**src/rtl/irq_status_pkg.sv**
```systemverilog
package irq_status_pkg;
  localparam int unsigned NUM_SRC = 8;
  localparam int unsigned B_RFO = 7;
  localparam int unsigned B_RPF = 6;
  localparam int unsigned B_ALL = 5;
  localparam int unsigned B_XDU = 4;
  localparam int unsigned B_TIN = 3;
  localparam int unsigned B_CSC = 2;
  localparam int unsigned B_XMR = 1;
  localparam int unsigned B_XPR = 0;
  typedef logic [NUM_SRC-1:0] src_vec_t;
endpackage

```
**src/rtl/irq_evt_cond.sv**
```systemverilog
module irq_evt_cond
  import irq_status_pkg::*;
#(
  parameter int unsigned LVL_W = 6
) (
  input  logic             clk_i,
  input  logic             rst_ni,
  input  logic             rx_char_i,
  input  logic             rfifo_full_i,
  input  logic [LVL_W-1:0] rfifo_level_i,
  input  logic [LVL_W-1:0] rfifo_thresh_i,
  input  logic             int_mode_i,
  input  logic             xfifo_empty_i,
  input  logic             tx_last_done_i,
  input  logic             xdu_evt_i,
  input  logic             tin_evt_i,
  input  logic             csc_evt_i,
  input  logic             xmr_evt_i,
  input  logic             xpr_evt_i,
  output src_vec_t         evt_o
);
  logic thr_hit, thr_hit_q;

  assign thr_hit = rfifo_level_i >= rfifo_thresh_i;

  // edge of the threshold condition, tracked in every mode
  always_ff @(posedge clk_i or negedge rst_ni) begin
    if (!rst_ni) thr_hit_q <= 1'b0;
    else         thr_hit_q <= thr_hit;
  end

  always_comb begin
    evt_o        = '0;
    evt_o[B_RFO] = rx_char_i & rfifo_full_i;
    evt_o[B_RPF] = int_mode_i & thr_hit & ~thr_hit_q;
    evt_o[B_ALL] = xfifo_empty_i & tx_last_done_i;
    evt_o[B_XDU] = xdu_evt_i;
    evt_o[B_TIN] = tin_evt_i;
    evt_o[B_CSC] = csc_evt_i;
    evt_o[B_XMR] = xmr_evt_i;
    evt_o[B_XPR] = xpr_evt_i;
  end
endmodule

```
**src/rtl/irq_status_latch.sv**
```systemverilog
module irq_status_latch
  import irq_status_pkg::*;
#(
  parameter int unsigned SRC_W      = 4,
  parameter int unsigned XPR_VEC_ID = 2
) (
  input  logic             clk_i,
  input  logic             rst_ni,
  input  src_vec_t         evt_i,
  input  src_vec_t         mask_i,
  input  logic             vis_i,
  input  logic             stat_rd_i,
  input  logic             vec_ack_i,
  input  logic [SRC_W-1:0] vec_src_i,
  output src_vec_t         evt_acc_o,
  output src_vec_t         stat_o
);
  src_vec_t stat_q, clr;

  assign evt_acc_o = evt_i & (~mask_i | {NUM_SRC{vis_i}});

  generate
    for (genvar i = 0; i < NUM_SRC; i++) begin : g_clr
      if (i == B_XPR) begin : g_vec
        assign clr[i] = stat_rd_i |
                        (vec_ack_i && vec_src_i == SRC_W'(XPR_VEC_ID));
      end else begin : g_rd
        assign clr[i] = stat_rd_i;
      end
    end
  endgenerate

  // set wins over clear: no event lost
  always_ff @(posedge clk_i or negedge rst_ni) begin
    if (!rst_ni) stat_q <= '0;
    else         stat_q <= (stat_q & ~clr) | evt_acc_o;
  end

  assign stat_o = stat_q;
endmodule

```
**src/rtl/irq_tx_hold.sv**
```systemverilog
module irq_tx_hold (
  input  logic clk_i,
  input  logic rst_ni,
  input  logic xdu_i,
  input  logic stat_rd_i,
  output logic tx_en_o
);
  always_ff @(posedge clk_i or negedge rst_ni) begin
    if (!rst_ni)        tx_en_o <= 1'b1;
    else if (xdu_i)     tx_en_o <= 1'b0;
    else if (stat_rd_i) tx_en_o <= 1'b1;
  end
endmodule

```
**src/rtl/irq_status_unit.sv**
```systemverilog
module irq_status_unit
  import irq_status_pkg::*;
#(
  parameter int unsigned LVL_W      = 6,
  parameter int unsigned SRC_W      = 4,
  parameter int unsigned XPR_VEC_ID = 2
) (
  input  logic             clk_i,
  input  logic             rst_ni,
  input  logic             rx_char_i,
  input  logic             rfifo_full_i,
  input  logic [LVL_W-1:0] rfifo_level_i,
  input  logic [LVL_W-1:0] rfifo_thresh_i,
  input  logic             int_mode_i,
  input  logic             xfifo_empty_i,
  input  logic             tx_last_done_i,
  input  logic             xdu_evt_i,
  input  logic             tin_evt_i,
  input  logic             csc_evt_i,
  input  logic             xmr_evt_i,
  input  logic             xpr_evt_i,
  input  logic             mask_wr_i,
  input  logic [7:0]       mask_wdata_i,
  output logic [7:0]       mask_o,
  input  logic             vis_i,
  input  logic             stat_rd_i,
  output logic [7:0]       stat_rdata_o,
  input  logic             vec_ack_i,
  input  logic [SRC_W-1:0] vec_src_i,
  output logic             irq_o,
  output logic             gis_sum_o,
  output logic             tx_en_o
);
  src_vec_t evt_raw, evt_acc, stat, mask_q;

  irq_evt_cond #(.LVL_W(LVL_W)) u_cond (
    .clk_i, .rst_ni, .rx_char_i, .rfifo_full_i, .rfifo_level_i,
    .rfifo_thresh_i, .int_mode_i, .xfifo_empty_i, .tx_last_done_i,
    .xdu_evt_i, .tin_evt_i, .csc_evt_i, .xmr_evt_i, .xpr_evt_i,
    .evt_o(evt_raw)
  );

  always_ff @(posedge clk_i or negedge rst_ni) begin
    if (!rst_ni)        mask_q <= '0;
    else if (mask_wr_i) mask_q <= mask_wdata_i;
  end

  irq_status_latch #(.SRC_W(SRC_W), .XPR_VEC_ID(XPR_VEC_ID)) u_latch (
    .clk_i, .rst_ni, .evt_i(evt_raw), .mask_i(mask_q), .vis_i,
    .stat_rd_i, .vec_ack_i, .vec_src_i, .evt_acc_o(evt_acc), .stat_o(stat)
  );

  irq_tx_hold u_hold (
    .clk_i, .rst_ni, .xdu_i(xdu_evt_i), .stat_rd_i, .tx_en_o
  );

  assign mask_o       = mask_q;
  assign stat_rdata_o = stat;
  assign irq_o        = |(stat & ~mask_q);
  assign gis_sum_o    = irq_o;
endmodule

```
**config.mk**
```make
export PLATFORM = sky130hd
export DESIGN_NAME = irq_status_unit
export DESIGN_NICKNAME = d
export VERILOG_FILES = /design/src/rtl/irq_status_pkg.sv /design/src/rtl/irq_evt_cond.sv /design/src/rtl/irq_status_latch.sv /design/src/rtl/irq_tx_hold.sv /design/src/rtl/irq_status_unit.sv
export SDC_FILE = /design/constraint.sdc
export NUM_CORES = 1
export LEC_CHECK = 0
export ABC_AREA = 0
export CAP_MARGIN = 5
export CORE_UTILIZATION = 40
export DETAILED_ROUTE_END_ITERATION = 10
export PLACE_DENSITY = 0.84
export SLEW_MARGIN = 20
export SYNTH_ARGS = -nofsm -noshare
export SYNTH_HDL_FRONTEND = slang
export SYNTH_HIERARCHICAL = 1
export SYNTH_SLANG_ARGS = --single-unit
export TNS_END_PERCENT = 5
```
**constraint.sdc**
```tcl
create_clock -name clk_i -period 2.5 [get_ports clk_i]
set_input_delay 0.625 -clock clk_i [delete_from_list [all_inputs] [get_ports clk_i]]
set_output_delay 0.625 -clock clk_i [all_outputs]
set_load 0.01 [all_outputs]
```
==> run summary, run 1 <==
SETUP PATH
-------------------------------------------------------------------------------------
Top cell family by delay on the critical path                            simple AND/OR/NAND/NOR gates
Critical Path Fanout Max                                                            3
Crit. path cell count                                                               4
Worst Path Arrival                                                            1710 ps
CP max-delay cell                                                        sky130_fd_sc_hd__or4_1
Biggest cell delay along the critical path                                     550 ps
Cells on worst reg2reg path                                                         5
Kind of end point of the critical path                                    output port
Data required time at the worst endpoint                                      1880 ps
Nature of the critical path startpoint                                      flip-flop
Crit path cell chain                                                     inv_1, o22ai_1, or4_1, dlygate4sd2_1
Buf/Inv on CP                                                                       2
Startpoint-to-endpoint class of the critical path                        flip-flop to output port

SYNTH
-------------------------------------------------------------------------------------
Synthesized net count                                                             138
Ranking of synthesized cells by area                                     sky130_fd_sc_hd__dfrtp_1 41%, sky130_fd_sc_hd__a21boi_2 8.7%, sky130_fd_sc_hd__mux2_2 8.7%, sky130_fd_sc_hd__ha_1 7.3%, sky130_fd_sc_hd__inv_1 5.8%
#FFs+latches synth                                                                 18
Synth warnings                                                                      6
Proportion of netlist area held by the largest area contributor                 41.2%
Count leader, synth                                                      sky130_fd_sc_hd__dfrtp_1
Synthesized instance count                                                         92
Mean cell area of the mapped netlist                                         11.2 um2
Portion of the post-synthesis area used by sequential elements                  43.8%
Netlist Area Pre-Place                                                       1030 um2
Number of synthesized flops with an enable pin                                      0
Proportion of synthesized flip-flops having asynchronous set or reset            100%
Number of unique standard cell types used by synthesis                             25
Most instantiated flip-flop cell in the synthesis netlist                sky130_fd_sc_hd__dfrtp_1
Cell type contributing the most total cell area after synthesis          sky130_fd_sc_hd__dfrtp_1
Commonest cells post-synth                                               17 x sky130_fd_sc_hd__dfrtp_1, 16 x sky130_fd_sc_hd__inv_1, 8 x sky130_fd_sc_hd__a21boi_2, 8 x sky130_fd_sc_hd__mux2_2, 7 x sky130_fd_sc_hd__a21o_1

FLOORPLANNING
-------------------------------------------------------------------------------------
Full die area                                                                2790 um2
Starting density of the core                                                    42.0%
IO Count                                                                           59
Die span in x                                                                 52.8 um
Die Y                                                                         52.8 um
Standard-cell rows                                                                 18
Standard cell core area                                                      2450 um2

PWR
-------------------------------------------------------------------------------------
Static leakage                                                               0.747 nW
P per Cell Area                                                            469 nW/um2
VDD IR max                                                                     477 uV

TIMING
-------------------------------------------------------------------------------------
F_max                                                                         428 MHz
Setup violations, final                                                             0
Normalized max-slew margin                                                      46.8%
RSZ-0062 raised after global routing                                               no
Clock Skews                                                                   1.08 ps
Measured slew at the worst slew-check pin                                      795 ps
Final-report max-slew violation count                                               0
Final hold violations                                                               0
Post-route setup TNS                                                             0 ps
Final clock period utilization by the worst path                                93.4%
Crit path time final                                                          2340 ps
Fin Hold WS                                                                    517 ps

CLOCK NETWORK
-------------------------------------------------------------------------------------
H-tree lvl count                                                                    1
Worst-skew pair later-pin latency                                              290 ps
Clock-pin slew of the registers on the worst-case setup and hold paths         100 ps
Count of buffers added by post-CTS timing repair for setup                          0
Root Buffer Master                                                       sky130_fd_sc_hd__clkbuf_4
CTS tree                                                                         done
Clock tree buffer depth                                                             2
Hold_buf cts                                                                        0
Number of buffers added by the clock tree synthesis step                            3
Clock Sinks                                                                        18

GRT
-------------------------------------------------------------------------------------
Overall Global Routing Usage                                                    19.9%
Overflow left after global routing                                                  0
Pin count of the biggest net entering global routing                               19
Number of antenna violations at the first check in global routing                   0
Wire length of the first global-routing pass                                  3820 um
Vias in the first global route                                                    914

CELLS AND AREA
-------------------------------------------------------------------------------------
Fraction of layout instances using a drive strength above 1                     16.3%
FILL cells                                                                        189
Number of antenna cells inserted                                                    0
Share of the core filled with cells                                             66.6%
Area growth, synth to finish                                                    58.3%
Count of nets after finishing                                                     194
Count of non-filler cells in the finished layout                                  177

ROUTE
-------------------------------------------------------------------------------------
Count of routing violations after the opening detailed-route iteration              6
DR DRC count                                                                        0
Average wire per standard cell                                                14.4 um
Via-per-instance ratio                                                           4.97
Pre-antenna DRT Iters                                                               4
Total via count after detailed routing                                            880
Number of antenna-violating nets in the routed design                               0
DRT Wirelength                                                                2550 um

WORST HOLD PATH
-------------------------------------------------------------------------------------
Hold crit path type                                                      flip-flop to flip-flop
Number of cells on the worst hold path                                              1

JOB
-------------------------------------------------------------------------------------
Max-cap violation count                                                             0

PLACE
-------------------------------------------------------------------------------------
RePlAce Congestion                                                              0.651
IO Port Bufs                                                                       58
Total placed cells including tap cells                                            173
Half-perimeter wire length of the detailed placement result                   2080 um

STATUS
-------------------------------------------------------------------------------------
Status                                                                   complete, no violations

-- cell type report --
cell class	count	area (um2)	share of cell area, %
Timing Repair Buffer	58	578	35.4
Sequential cell	18	452	27.6
Tap cell	30	37.5	2.30
Clock buffer	4	36.3	2.22
Inverter	17	63.8	3.91
Multi-Input combinational cell	50	467	28.6
-- flip-flops by register name, indices dropped and copies added, names as in the netlist --
register / flops
mask_o: 8
u_hold/tx_en_o: 1
u_latch/stat_o: 8
u_cond/thr_hit_q: 1
-- cell families (layout without fill, tap and decap cells) --
logic type      Yosys count  in the layout  share of synthesized area [%]
compound gates           27             27                           22.9
buf+inv                  24             79                           11.0
flops                    18             18                           43.8
simple gates              9              9                           6.30
mux                       8              8                           8.73
fa+ha+maj                 6              6                           7.27
-- power by group --
| part | internal (mW) | switching [mW] | total, mW |
|---|---|---|---|
| Combinational | 0.153 | 0.0841 | 0.237 |
| Clock | 0.0888 | 0.0878 | 0.177 |
| Sequential | 0.322 | 0.0305 | 0.353 |
-- layer usage --
layer / vias up / GRT usage, % / part of all wire [%] / wire length, um
li1: 424 / - / - / -
met3: 9 / 4.93 / 8.3 / 211
met5: - / 0 / 0 / 0
met2: 42 / 38.4 / 52 / 1330
met1: 405 / 18.3 / 37 / 949
met4: 0 / 11.4 / 2.5 / 63
-- path summary, 6_finish.rpt --
path	from	end	slack [ps]
max	u_latch/stat_o[6]	gis_sum_o	160
max reg2reg	u_cond/thr_hit_q	u_latch/stat_o[6]	1340
min in group asynchronous	rst_ni	u_latch/stat_o[0]	780
min	u_latch/stat_o[1]	u_latch/stat_o[1]	520
max in group asynchronous	rst_ni	u_cond/thr_hit_q	1220
min reg2reg	u_latch/stat_o[1]	u_latch/stat_o[1]	520
-- stage by stage --
| step | power, mW | setup WS, ps | area, um2 |
|---|---|---|---|
| after detailed placement | 0.600 | 181 | 1600 |
| after CTS | 0.775 | 144 | 1630 |
| final | 0.767 | 164 | 1630 |
| after global placement | 0.591 | 253 | 1600 |
| after floorplan | 0.455 | 575 | 1030 |
| after global routing | 0.809 | 94.7 | 1630 |
-- cell usage in the layout (no fill, tap or decap) --
cell type	n
sky130_fd_sc_hd__o21ba_1	1
sky130_fd_sc_hd__mux2_2	8
sky130_fd_sc_hd__o22ai_1	4
sky130_fd_sc_hd__o32a_1	1
sky130_fd_sc_hd__or4_1	1
sky130_fd_sc_hd__nand4_1	1
sky130_fd_sc_hd__o221ai_1	1
sky130_fd_sc_hd__nand4b_1	1
sky130_fd_sc_hd__o41ai_2	1
sky130_fd_sc_hd__dlygate4sd2_1	2
sky130_fd_sc_hd__nand2_1	1
sky130_fd_sc_hd__clkdlybuf4s50_1	56
sky130_fd_sc_hd__nand2b_1	1
sky130_fd_sc_hd__clkbuf_8	1
sky130_fd_sc_hd__inv_2	1
sky130_fd_sc_hd__a21oi_1	3
sky130_fd_sc_hd__inv_1	16
sky130_fd_sc_hd__a31o_1	1
sky130_fd_sc_hd__nor3b_2	1
sky130_fd_sc_hd__dfrtp_1	17
sky130_fd_sc_hd__dfstp_2	1
sky130_fd_sc_hd__clkbuf_4	3
sky130_fd_sc_hd__nand3b_1	1
sky130_fd_sc_hd__a21o_1	7
sky130_fd_sc_hd__a21boi_2	8
sky130_fd_sc_hd__ha_1	6
sky130_fd_sc_hd__and2_1	2
-- timing repair --
item | 4_1_cts | 5_1_grt
endpoints found under the setup margin | 2 | 0
resized for setup | 2 | 0
hold endpoints to repair | 0 | 0
Power figures use the tool's default switching activity.
==> inputs of run 2 (changes only) <==
--- a/config.mk
+++ b/config.mk
@@ -6,10 +6,8 @@
 export NUM_CORES = 1
 export LEC_CHECK = 0
 export ABC_AREA = 0
-export CAP_MARGIN = 5
-export CORE_UTILIZATION = 40
+export CORE_UTILIZATION = 25
 export DETAILED_ROUTE_END_ITERATION = 10
-export PLACE_DENSITY = 0.84
 export SLEW_MARGIN = 20
 export SYNTH_ARGS = -nofsm -noshare
 export SYNTH_HDL_FRONTEND = slang
==> run summary, run 2 (same netlist as run 1, synthesis figures left out) <==
FLOORPLANNING
-------------------------------------------------------------------------------------
Starting density of the core                                                    27.2%
Die span in x                                                                 66.3 um
Die Y                                                                         66.3 um
Standard cell core area                                                      3800 um2
Full die area                                                                4390 um2
Standard-cell rows                                                                 22
IO Count                                                                           59

GRT
-------------------------------------------------------------------------------------
Number of antenna violations at the first check in global routing                   0
Overall Global Routing Usage                                                    11.3%
Vias in the first global route                                                    864
Wire length of the first global-routing pass                                  3740 um
Overflow left after global routing                                                  0
Pin count of the biggest net entering global routing                               19

SETUP PATH
-------------------------------------------------------------------------------------
Kind of end point of the critical path                                    output port
Worst Path Arrival                                                            1520 ps
Cells on worst reg2reg path                                                         5
Register-to-register path setup slack                                         1360 ps
Terminus of the critical flop-to-flop path                               u_latch/stat_o[6]
Startpoint of the most critical register-to-register path                u_cond/thr_hit_q
Critical Path Fanout Max                                                            3
Startpoint-to-endpoint class of the critical path                        flip-flop to output port
Nature of the critical path startpoint                                      flip-flop
Data required time at the worst endpoint                                      1880 ps

TIMING
-------------------------------------------------------------------------------------
Fin Hold WS                                                                    505 ps
Setup violations, final                                                             0
Crit path time final                                                          2150 ps
Final clock period utilization by the worst path                                85.9%
Measured slew at the worst slew-check pin                                      457 ps
Post-route setup TNS                                                             0 ps
Final-report max-slew violation count                                               0
Normalized max-slew margin                                                      69.4%
F_max                                                                         466 MHz
RSZ-0062 raised after global routing                                               no
Clock Skews                                                                   4.30 ps
Final hold violations                                                               0

CLOCK NETWORK
-------------------------------------------------------------------------------------
Hold_buf cts                                                                        0
Number of buffers added by the clock tree synthesis step                            3
Count of buffers added by post-CTS timing repair for setup                          0
Clock Sinks                                                                        18
H-tree lvl count                                                                    1
CTS-repair resized insts                                                            0
CTS tree                                                                         done
Clock-pin slew of the registers on the worst-case setup and hold paths          70 ps
Root Buffer Master                                                       sky130_fd_sc_hd__clkbuf_8
Worst-skew pair later-pin latency                                              250 ps
Clock tree buffer depth                                                             2

CELLS AND AREA
-------------------------------------------------------------------------------------
Commonest non-fill, non-tap cells in the layout                          56 x sky130_fd_sc_hd__clkdlybuf4s50_1, 17 x sky130_fd_sc_hd__dfrtp_1, 16 x sky130_fd_sc_hd__inv_1
Area growth, synth to finish                                                    62.8%
Most frequent standard cell in the layout excluding fill and tap cells   sky130_fd_sc_hd__clkdlybuf4s50_1
Count of nets after finishing                                                     195
Fraction of layout instances using a drive strength above 1                     16.2%
Number of antenna cells inserted                                                    0

ROUTE
-------------------------------------------------------------------------------------
DRT Wirelength                                                                2410 um
Average wire per standard cell                                                12.3 um
Via-per-instance ratio                                                           4.45
WL met3                                                                        174 um
DR DRC count                                                                        0
Top sig layer                                                                    met3
Number of antenna-violating nets in the routed design                               0
Pre-antenna DRT Iters                                                               3
Count of routing violations after the opening detailed-route iteration             23
Total via count after detailed routing                                            873
Routed length on met2                                                         1120 um
Metal1 wirelength                                                             1120 um

WORST HOLD PATH
-------------------------------------------------------------------------------------
Hold worst-path end                                                      u_latch/stat_o[6]
Hold path startpoint                                                     u_latch/stat_o[6]
Number of cells on the worst hold path                                              1
Hold crit path type                                                      flip-flop to flip-flop

PWR
-------------------------------------------------------------------------------------
P_int                                                                        0.591 mW
Combinational share of power                                                    30.0%
P_sw                                                                         0.206 mW
P per Cell Area                                                            475 nW/um2
Switching part of the total                                                     25.8%
Sequential group share of total power                                           44.0%
Static leakage                                                               0.760 nW
VDD IR max                                                                     303 uV
Power share of the clock group                                                  26.0%

PLACE
-------------------------------------------------------------------------------------
RePlAce Congestion                                                              0.686
Half-perimeter wire length of the detailed placement result                   1950 um
IO Port Bufs                                                                       58

JOB
-------------------------------------------------------------------------------------
Max-cap violation count                                                             0

STATUS
-------------------------------------------------------------------------------------
Status                                                                   complete, no violations

-- run 2: cell types whose count changed in the layout (fill, tap and decap cells not counted), sizes merged --
cell / change
dlymetal6s2s: +2
dlygate4sd2: -2
buf: +1
-- run 2: stage by stage --
step | instances | cell area, um2 | setup WS [ps] | utilization (%) | total power [mW]
2_1_floorplan | 92 | 1030 | 575 | - | 0.455
3_3_place_gp | 192 | 1630 | 237 | 42.9 | 0.597
3_5_place_dp | 192 | 1630 | 173 | 42.9 | 0.602
4_1_cts | 196 | 1680 | 7.32 | 44.1 | 0.813
5_1_grt | 196 | 1680 | 240 | 44.2 | 0.849
6_report | 196 | 1680 | 352 | 44.2 | 0.797
-- run 2: worst max-delay path, stage by stage (launching register included) --
cell and delay [ps]:
sky130_fd_sc_hd__dfrtp_1 390, sky130_fd_sc_hd__inv_1 60, sky130_fd_sc_hd__o22ai_1 80, sky130_fd_sc_hd__or4_1 540, sky130_fd_sc_hd__dlymetal6s2s_1 200
-- run 2: worst max-delay path by stage --
stage / slack (ps) / to / cells past startpoint / start
final: 350 / irq_o / 4 / u_latch/stat_o[6]
after global routing: 240 / irq_o / 4 / u_latch/stat_o[7]
after CTS: 7 / gis_sum_o / 4 / u_latch/stat_o[6]
after detailed placement: 170 / u_latch/stat_o[6] / 8 / rfifo_thresh_i[5]
after global placement: 240 / u_latch/stat_o[6] / 8 / rfifo_level_i[0]
after floorplan: 580 / irq_o / 4 / u_latch/stat_o[6]
-- run 2: cell type report --
type | count | area [um2]
clock buffers | 4 | 45.0
fillers | 364 | 2120
well taps | 48 | 60.1
flip-flops and latches | 18 | 452
multi-input cells | 50 | 467
inverters | 17 | 63.8
repair buffers | 59 | 593
-- run 2: power by group through the flow --
stage                     Combinational (mW)  Clock, mW  Sequential, mW
after floorplan                       0.0881          0           0.367
after global placement                 0.240          0           0.356
after detailed placement               0.244          0           0.358
after CTS                              0.245      0.215           0.352
after global routing                   0.260      0.232           0.357
final                                  0.239      0.207           0.351
-- run 2: layer usage --
metal	vias up	global-route usage, %
li1	425	-
met1	409	13.5
met2	39	20.7
met3	0	3.28
met4	0	0.798
met5	-	0
==> inputs of run 3 (changes only) <==
--- a/config.mk
+++ b/config.mk
@@ -8,7 +8,7 @@
 export ABC_AREA = 0
 export CORE_UTILIZATION = 25
 export DETAILED_ROUTE_END_ITERATION = 10
-export SLEW_MARGIN = 20
+export SLEW_MARGIN = 0
 export SYNTH_ARGS = -nofsm -noshare
 export SYNTH_HDL_FRONTEND = slang
 export SYNTH_HIERARCHICAL = 1
==> results of run 3 <==
No change in the layout: final DEF, timing and power equal those of run 2.
